===== src/rtl/irqv_pkg.sv =====
`timescale 1ns/1ps
// Package: register addresses and fixed source indexes shared by the unit.
package irqv_pkg;
    typedef enum logic [2:0] {
        RA_CTRL   = 3'd0,
        RA_ENABLE = 3'd1,
        RA_FLAGS  = 3'd2,
        RA_VECTOR = 3'd3,
        RA_TXHOLD = 3'd4,
        RA_STATUS = 3'd5
    } reg_addr_e;

    localparam int SRC_RX = 0;
    localparam int SRC_TX = 1;

    localparam int ST_OVR = 0;
    localparam int ST_ERR = 1;
    localparam int ST_BRK = 2;
    localparam int ST_W   = 3;
endpackage


===== src/rtl/irqv_prio.sv =====
`timescale 1ns/1ps
// Module: irqv_prio
// Fixed-priority selector. The lowest request index wins. It gives a
// one-hot grant and the even vector code 2*(i+1), or zero with no request.
// Assumes N*2 fits in CODE_W bits.
module irqv_prio #(
    parameter int N      = 5,
    parameter int CODE_W = 8
) (
    input  logic [N-1:0]      req,
    output logic [N-1:0]      grant,
    output logic [CODE_W-1:0] code
);
    // Scan from index 0 upwards; the first request found is taken.
    always_comb begin
        logic found;
        found = 1'b0;
        grant = '0;
        code  = '0;
        for (int i = 0; i < N; i++) begin
            if (req[i] && !found) begin
                found    = 1'b1;
                grant[i] = 1'b1;
                code     = CODE_W'(2 * (i + 1));
            end
        end
    end
endmodule


===== src/rtl/irqv_flags.sv =====
`timescale 1ns/1ps
// Module: irqv_flags
// Bank of pending flags. Each bit is arbitrated on its own in this order:
// read clear, masked software write, internal hardware clear, hardware
// set, and software reset forcing last. Assumes N > SRC_TX.
module irqv_flags
    import irqv_pkg::*;
#(
    parameter int N = 5
) (
    input  logic         clk,
    input  logic         rst_n,
    input  logic         soft_rst,
    input  logic [N-1:0] hw_set,
    input  logic [N-1:0] hw_clr,
    input  logic [N-1:0] rd_clr,
    input  logic         sw_we,
    input  logic [N-1:0] sw_data,
    input  logic [N-1:0] sw_mask,
    output logic [N-1:0] flags
);
    for (genvar gi = 0; gi < N; gi++) begin : g_bit
        localparam logic RST_VAL = (gi == SRC_TX);
        logic nxt;

        // Next value of one flag under the fixed arbitration order.
        always_comb begin
            nxt = flags[gi];
            if (rd_clr[gi])                nxt = 1'b0;
            if (sw_we && sw_mask[gi])      nxt = sw_data[gi];
            if (hw_clr[gi])                nxt = 1'b0;
            if (hw_set[gi] && !soft_rst)   nxt = 1'b1;
            if (soft_rst && gi == SRC_RX)  nxt = 1'b0;
            if (soft_rst && gi == SRC_TX)  nxt = 1'b1;
        end

        // Flag storage with its hard-reset value.
        always_ff @(posedge clk) begin
            if (!rst_n) flags[gi] <= RST_VAL;
            else        flags[gi] <= nxt;
        end
    end
endmodule


===== src/rtl/irqv_txhold.sv =====
`timescale 1ns/1ps
// Module: irqv_txhold
// One-entry transmit holding buffer. It accepts a byte only while empty
// and hands the byte to the shifter when the shifter is ready. Software
// reset empties it and blocks both directions.
module irqv_txhold #(
    parameter int W = 8
) (
    input  logic         clk,
    input  logic         rst_n,
    input  logic         soft_rst,
    input  logic         wr_en,
    input  logic [W-1:0] wr_data,
    input  logic         sh_ready,
    output logic         sh_load,
    output logic [W-1:0] sh_data,
    output logic         accepted,
    output logic         overrun,
    output logic         full
);
    assign accepted = wr_en && !full && !soft_rst;
    assign overrun  = wr_en &&  full && !soft_rst;
    assign sh_load  = full && sh_ready && !soft_rst;

    // Occupancy: set on accepted write, cleared on hand-over or soft reset.
    always_ff @(posedge clk) begin
        if (!rst_n)        full <= 1'b0;
        else if (soft_rst) full <= 1'b0;
        else if (accepted) full <= 1'b1;
        else if (sh_load)  full <= 1'b0;
    end

    // Byte storage, loaded only by an accepted write.
    always_ff @(posedge clk) begin
        if (!rst_n)        sh_data <= '0;
        else if (accepted) sh_data <= wr_data;
    end
endmodule


===== src/rtl/irqv_unit.sv =====
`timescale 1ns/1ps
// Module: irqv_unit (top)
// Interrupt flag, enable and vector unit with a transmit holding buffer.
// A vector read clears the reported flag. Masked flag writes never lose
// a same-cycle hardware set. Assumes 2 < NUM_SRC <= DATA_W and
// 2*NUM_SRC < 2**DATA_W.
module irqv_unit
    import irqv_pkg::*;
#(
    parameter int NUM_SRC = 5,
    parameter int DATA_W  = 8
) (
    input  logic                 clk,
    input  logic                 rst_n,
    input  logic                 reg_wr,
    input  logic                 reg_rd,
    input  logic [2:0]           reg_addr,
    input  logic [DATA_W-1:0]    reg_wdata,
    input  logic [DATA_W-1:0]    reg_wmask,
    output logic [DATA_W-1:0]    reg_rdata,
    input  logic                 rx_evt,
    input  logic [NUM_SRC-3:0]   aux_evt,
    input  logic                 err_evt,
    input  logic                 brk_evt,
    input  logic                 sh_ready,
    output logic                 sh_load,
    output logic [DATA_W-1:0]    sh_data,
    output logic                 irq
);
    localparam int CODE_W = DATA_W;

    reg_addr_e           addr;
    logic                swrst;
    logic [NUM_SRC-1:0]  en;
    logic [NUM_SRC-1:0]  flags;
    logic [NUM_SRC-1:0]  req;
    logic [NUM_SRC-1:0]  grant;
    logic [CODE_W-1:0]   vec_code;
    logic [NUM_SRC-1:0]  hw_set;
    logic [NUM_SRC-1:0]  hw_clr;
    logic [NUM_SRC-1:0]  rd_clr;
    logic [ST_W-1:0]     stat;
    logic [ST_W-1:0]     stat_set;
    logic                hold_acc;
    logic                hold_ovr;
    logic                hold_full;
    logic                wr_ctrl, wr_en_reg, wr_flags, wr_hold, wr_stat, rd_vec;

    assign addr      = reg_addr_e'(reg_addr);
    assign wr_ctrl   = reg_wr && addr == RA_CTRL;
    assign wr_en_reg = reg_wr && addr == RA_ENABLE;
    assign wr_flags  = reg_wr && addr == RA_FLAGS;
    assign wr_hold   = reg_wr && addr == RA_TXHOLD;
    assign wr_stat   = reg_wr && addr == RA_STATUS;
    assign rd_vec    = reg_rd && addr == RA_VECTOR;

    assign hw_set = {aux_evt, sh_load, rx_evt};
    assign hw_clr = NUM_SRC'(hold_acc) << SRC_TX;
    assign rd_clr = rd_vec ? grant : '0;
    assign req    = flags & en;
    assign irq    = |req;

    // Software reset bit: comes up set after hard reset.
    always_ff @(posedge clk) begin
        if (!rst_n)       swrst <= 1'b1;
        else if (wr_ctrl) swrst <= reg_wdata[0];
    end

    // Enable register; receive and transmit enables forced off in soft reset.
    always_ff @(posedge clk) begin
        if (!rst_n) begin
            en <= '0;
        end else begin
            if (wr_en_reg) en <= reg_wdata[NUM_SRC-1:0];
            if (swrst)     en[SRC_TX:SRC_RX] <= 2'b00;
        end
    end

    irqv_flags #(.N(NUM_SRC)) u_flags (
        .clk      (clk),
        .rst_n    (rst_n),
        .soft_rst (swrst),
        .hw_set   (hw_set),
        .hw_clr   (hw_clr),
        .rd_clr   (rd_clr),
        .sw_we    (wr_flags),
        .sw_data  (reg_wdata[NUM_SRC-1:0]),
        .sw_mask  (reg_wmask[NUM_SRC-1:0]),
        .flags    (flags)
    );

    irqv_prio #(.N(NUM_SRC), .CODE_W(CODE_W)) u_prio (
        .req   (req),
        .grant (grant),
        .code  (vec_code)
    );

    irqv_txhold #(.W(DATA_W)) u_hold (
        .clk      (clk),
        .rst_n    (rst_n),
        .soft_rst (swrst),
        .wr_en    (wr_hold),
        .wr_data  (reg_wdata),
        .sh_ready (sh_ready),
        .sh_load  (sh_load),
        .sh_data  (sh_data),
        .accepted (hold_acc),
        .overrun  (hold_ovr),
        .full     (hold_full)
    );

    assign stat_set = {brk_evt, err_evt, hold_ovr};

    // Status bits: masked write, then hardware set, then soft reset clear.
    for (genvar gs = 0; gs < ST_W; gs++) begin : g_stat
        always_ff @(posedge clk) begin
            if (!rst_n) begin
                stat[gs] <= 1'b0;
            end else if (swrst) begin
                stat[gs] <= 1'b0;
            end else if (stat_set[gs]) begin
                stat[gs] <= 1'b1;
            end else if (wr_stat && reg_wmask[gs]) begin
                stat[gs] <= reg_wdata[gs];
            end
        end
    end

    // Read data multiplexer.
    always_comb begin
        reg_rdata = '0;
        case (addr)
            RA_CTRL:   reg_rdata = DATA_W'(swrst);
            RA_ENABLE: reg_rdata = DATA_W'(en);
            RA_FLAGS:  reg_rdata = DATA_W'(flags);
            RA_VECTOR: reg_rdata = vec_code;
            RA_STATUS: reg_rdata = DATA_W'(stat);
            default:   reg_rdata = '0;
        endcase
    end
endmodule


===== config.mk =====
export PLATFORM = sky130hd
export DESIGN_NAME = irqv_unit
export DESIGN_NICKNAME = d
export VERILOG_FILES = /design/src/rtl/irqv_pkg.sv /design/src/rtl/irqv_prio.sv /design/src/rtl/irqv_flags.sv /design/src/rtl/irqv_txhold.sv /design/src/rtl/irqv_unit.sv
export SDC_FILE = /design/constraint.sdc
export NUM_CORES = 1
export LEC_CHECK = 0
export CELL_PAD_IN_SITES_DETAIL_PLACEMENT = 1
export CELL_PAD_IN_SITES_GLOBAL_PLACEMENT = 1
export CORE_MARGIN = 3
export CORE_UTILIZATION = 36
export DETAILED_ROUTE_END_ITERATION = 16
export GPL_TIMING_DRIVEN = 0
export PLACE_DENSITY = 0.82
export SYNTH_ARGS = -nofsm -noshare
export SYNTH_HDL_FRONTEND = slang
export SYNTH_HIERARCHICAL = 1
export SYNTH_SLANG_ARGS = --single-unit

===== constraint.sdc =====
create_clock -name clk -period 2.13 [get_ports clk]
set_input_delay 0.426 -clock clk [delete_from_list [all_inputs] [get_ports clk]]
set_output_delay 0.426 -clock clk [all_outputs]
set_load 0.1 [all_outputs]

==> impl_metrics.csv <==
group,metric,value,unit
drt,top_layer,"met4",
floorplan,io_pins,48,
timing,fin_crit,2.101,ns
logic_synthesis,yosysSeqAreaShare,0.3100,
finish,final_cell_count_no_fill,286,
logic_synthesis,synth_top_area_frac,0.3100,
cts,htree_levels,1,
finish,nets,269,
logic_synthesis,ys_ff_latch,23,
drt,detail_route.wl_per_cell,16.73,um
global_routing,grt_overflow_total,0,
cts,numCtsBuffers,3,
timing,timing.final.ws_setup,0.02916,ns
cts,root_buffer,"clkbuf_8",
floorplan,die_area,0.004932,mm^2
floorplan,coreArea,0.003826,mm^2
floorplan,die_h,70.23,um
logic_synthesis,postSynthCellCount,176,
global_routing,antenna_found_initial,0,
global_routing,grt_pass1_vias,1677,
timing,finalSetupViolCount,0,
finish,final_cell_mix,"25 x nand2_1, 23 x clkdlybuf4s50_1, 19 x mux2i_1",
drt,drtIter0Drc,94,
logic_synthesis,yosysTopAreaCell,"dfxtp_1",
placement,numPortBuffers,41,
setup_path,worstPathRequired,1.70,ns
drt,ant_nets,0,
timing,grt_setup_unrepaired,"yes",
global_routing,grt_usage,0.2002,
cts,cts_tree,"yes",
pwr,p_per_area,410.9,mW/mm^2
drt,drt-met1-wl,2007,um
finish,layout-drive-gt1-share,0.2815,
placement,gp_congestion,0.8385,
logic_synthesis,netlist_area,0.001485,mm^2
finish,layout.cells.most_common,"nand2_1",
drt,vias,1512,
drt,wl,4786,um
logic_synthesis,async_reset_ff_frac,0,
logic_synthesis,synth_area_leaders,"dfxtp_1 31%, mux2i_1 13%, nand2_1 6.3%, buf_4 4.5%, and2_1 4.2%",
logic_synthesis,yosys_warnings,6,
drt,vias_per_cell,5.287,
finish,syn2layout_area_growth,49.96,%
setup_path,crit_fanout,2,
drt,first_pass_iters,4,
cts,cts_sinks,23,
setup_path,critPathCaptureType,"output pin",
cts,clock_path_buffers,2,
pwr,vdd_drop_max,291.3,uV
pwr,p_leak,0.9697,nW
hold_path,hold_class,"reg2reg",
finish,antenna_cells,0,
placement,place_inst,273,
drt,detailroute.wirelength.met2,2363,um
setup_path,worstSetupStartpointType,"input pin",
global_routing,grt_pass1_wl,7983,um
floorplan,die_width,70.23,um
setup_path,criticalPathCategory,"in2out",
placement,placed_area,0.002021,mm^2
floorplan,num_rows,22,
setup_path,critPathArrivalTime,1.67,ns
job,max_cap_violations,0,
floorplan,initial_core_util,0.3882,
drt,wl_met3,277,um
cts,clkTransAtPathRegs,0.09,ns
timing,slew_headroom,0.3545,
drt,drc,0,
timing,drv_slew,0,
logic_synthesis,synth_edf_count,0,
logic_synthesis,synth_ff_type,"dfxtp_1",
status,outcome,"complete, no violations",
placement,dp_hpwl,3453,um
finish,fin_area,0.002227,mm^2
timing,tightest_slew,0.9720,ns
logic_synthesis,syn-mean-instance-area,8.438,um^2
timing,skew,0.005162,ns
logic_synthesis,netlist-cell-type-count,41,
timing,period_share,0.9863,
global_routing,grt_max_degree,14,
placement,pre_cts_ws,-1.221,ns
timing,hold_violations,0,
timing,fmax,476.0,MHz
cts,cts_hold_repair.buffers,0,
cts,clk_latency,0.27,ns
==> cell families after synthesis <==
kind of cell           count (synthesis)  share of synthesized area
AND/OR/NAND/NOR                       82                     0.3260
AO/OA/AOI/OAI                         27                     0.1272
flip-flops                            23                     0.3100
multiplexers                          22                     0.1508
buffers and inverters                 20                    0.08087
other                                  2                   0.005057
==> state kept, by name (all words and copies together), names as in the netlist <==
name            cells
en                  5
stat                3
swrst               1
u_flags/flags       5
u_hold/full         1
u_hold/sh_data      8
==> synthesized netlist by cell type, types with 2 or more instances <==
library cell and instances:
nor2b_1 10, buf_2 3, a22oi_1 6, a31oi_1 3, o21ai_0 6, mux2i_1 19
conb_1 2, nor2_1 8, and2_1 10, a2111oi_2 2, mux2_2 2, o22ai_1 2
nand2b_1 5, a21oi_1 4, and4b_1 2, nand2_1 25, and3_1 6, buf_4 9
inv_1 7, and3b_2 2, dfxtp_1 23
==> worst max-delay path, stage by stage <==
cell,delay (ns)
clkdlybuf4s50_1,0.50
and3b_2,0.21
clkdlybuf4s18_2,0.54
==> metal layers <==
| layer | vias to the layer above | GRT usage |
|---|---|---|
| met5 | - | 0 |
| met4 | 0 | 0.07872 |
| met3 | 14 | 0.05036 |
| met2 | 57 | 0.3503 |
| met1 | 720 | 0.2306 |
| li1 | 721 | - |
==> cell type report <==
class                      count  area, um^2
timing repair buffer          50       501.7
sequential                    23       467.9
buffer                        13       106.4
clock buffer                   3       41.29
fill                         452        1599
clock inverter                 1       5.005
multi-input combinational    141        1018
tap                           48       60.06
inverter                       7       26.28
==> power breakdown <==
part,total [mW],leakage (nW),internal [mW],switching (mW)
Sequential,0.436,0.188,0.433,0.00304
Clock,0.281,0.0255,0.131,0.150
Combinational,0.198,0.757,0.0931,0.105
Total,0.915,0.970,0.657,0.258
==> worst paths after layout <==
path | start | endpoint | slack, ns | cells after the start
min reg2reg | u_hold/sh_data[2]$_SDFFE_PN0P_ | u_hold/sh_data[2]$_SDFFE_PN0P_ | 0.46 | 2
max | sh_ready | sh_load | 0.03 | 3
min | u_hold/sh_data[2]$_SDFFE_PN0P_ | u_hold/sh_data[2]$_SDFFE_PN0P_ | 0.46 | 2
max reg2reg | u_flags/flags[0]$_SDFFE_PP0P_ | u_flags/flags[4]$_SDFFE_PN0P_ | 0.63 | 7
==> stage by stage <==
step           hold WS, ns  utilization  total power, mW  setup TNS, ns
2_1_floorplan       0.4502            -           0.5460        -0.3177
3_3_place_gp        0.4413       0.5281           0.6229         -8.407
3_5_place_dp        0.4548       0.5281           0.6277         -9.691
4_1_cts             0.4706       0.5641           0.9171              0
5_1_grt             0.4799       0.5821           0.9573       -0.02704
6_report            0.4639       0.5821           0.9151              0
==> timing repair <==
item,in CTS,in global routing
gates cloned,1,0
setup buffers,3,5
setup endpoints to repair,15,4
resized for setup,81,12
pin swaps,2,6
Note: power is estimated with default switching activity, not from simulation.
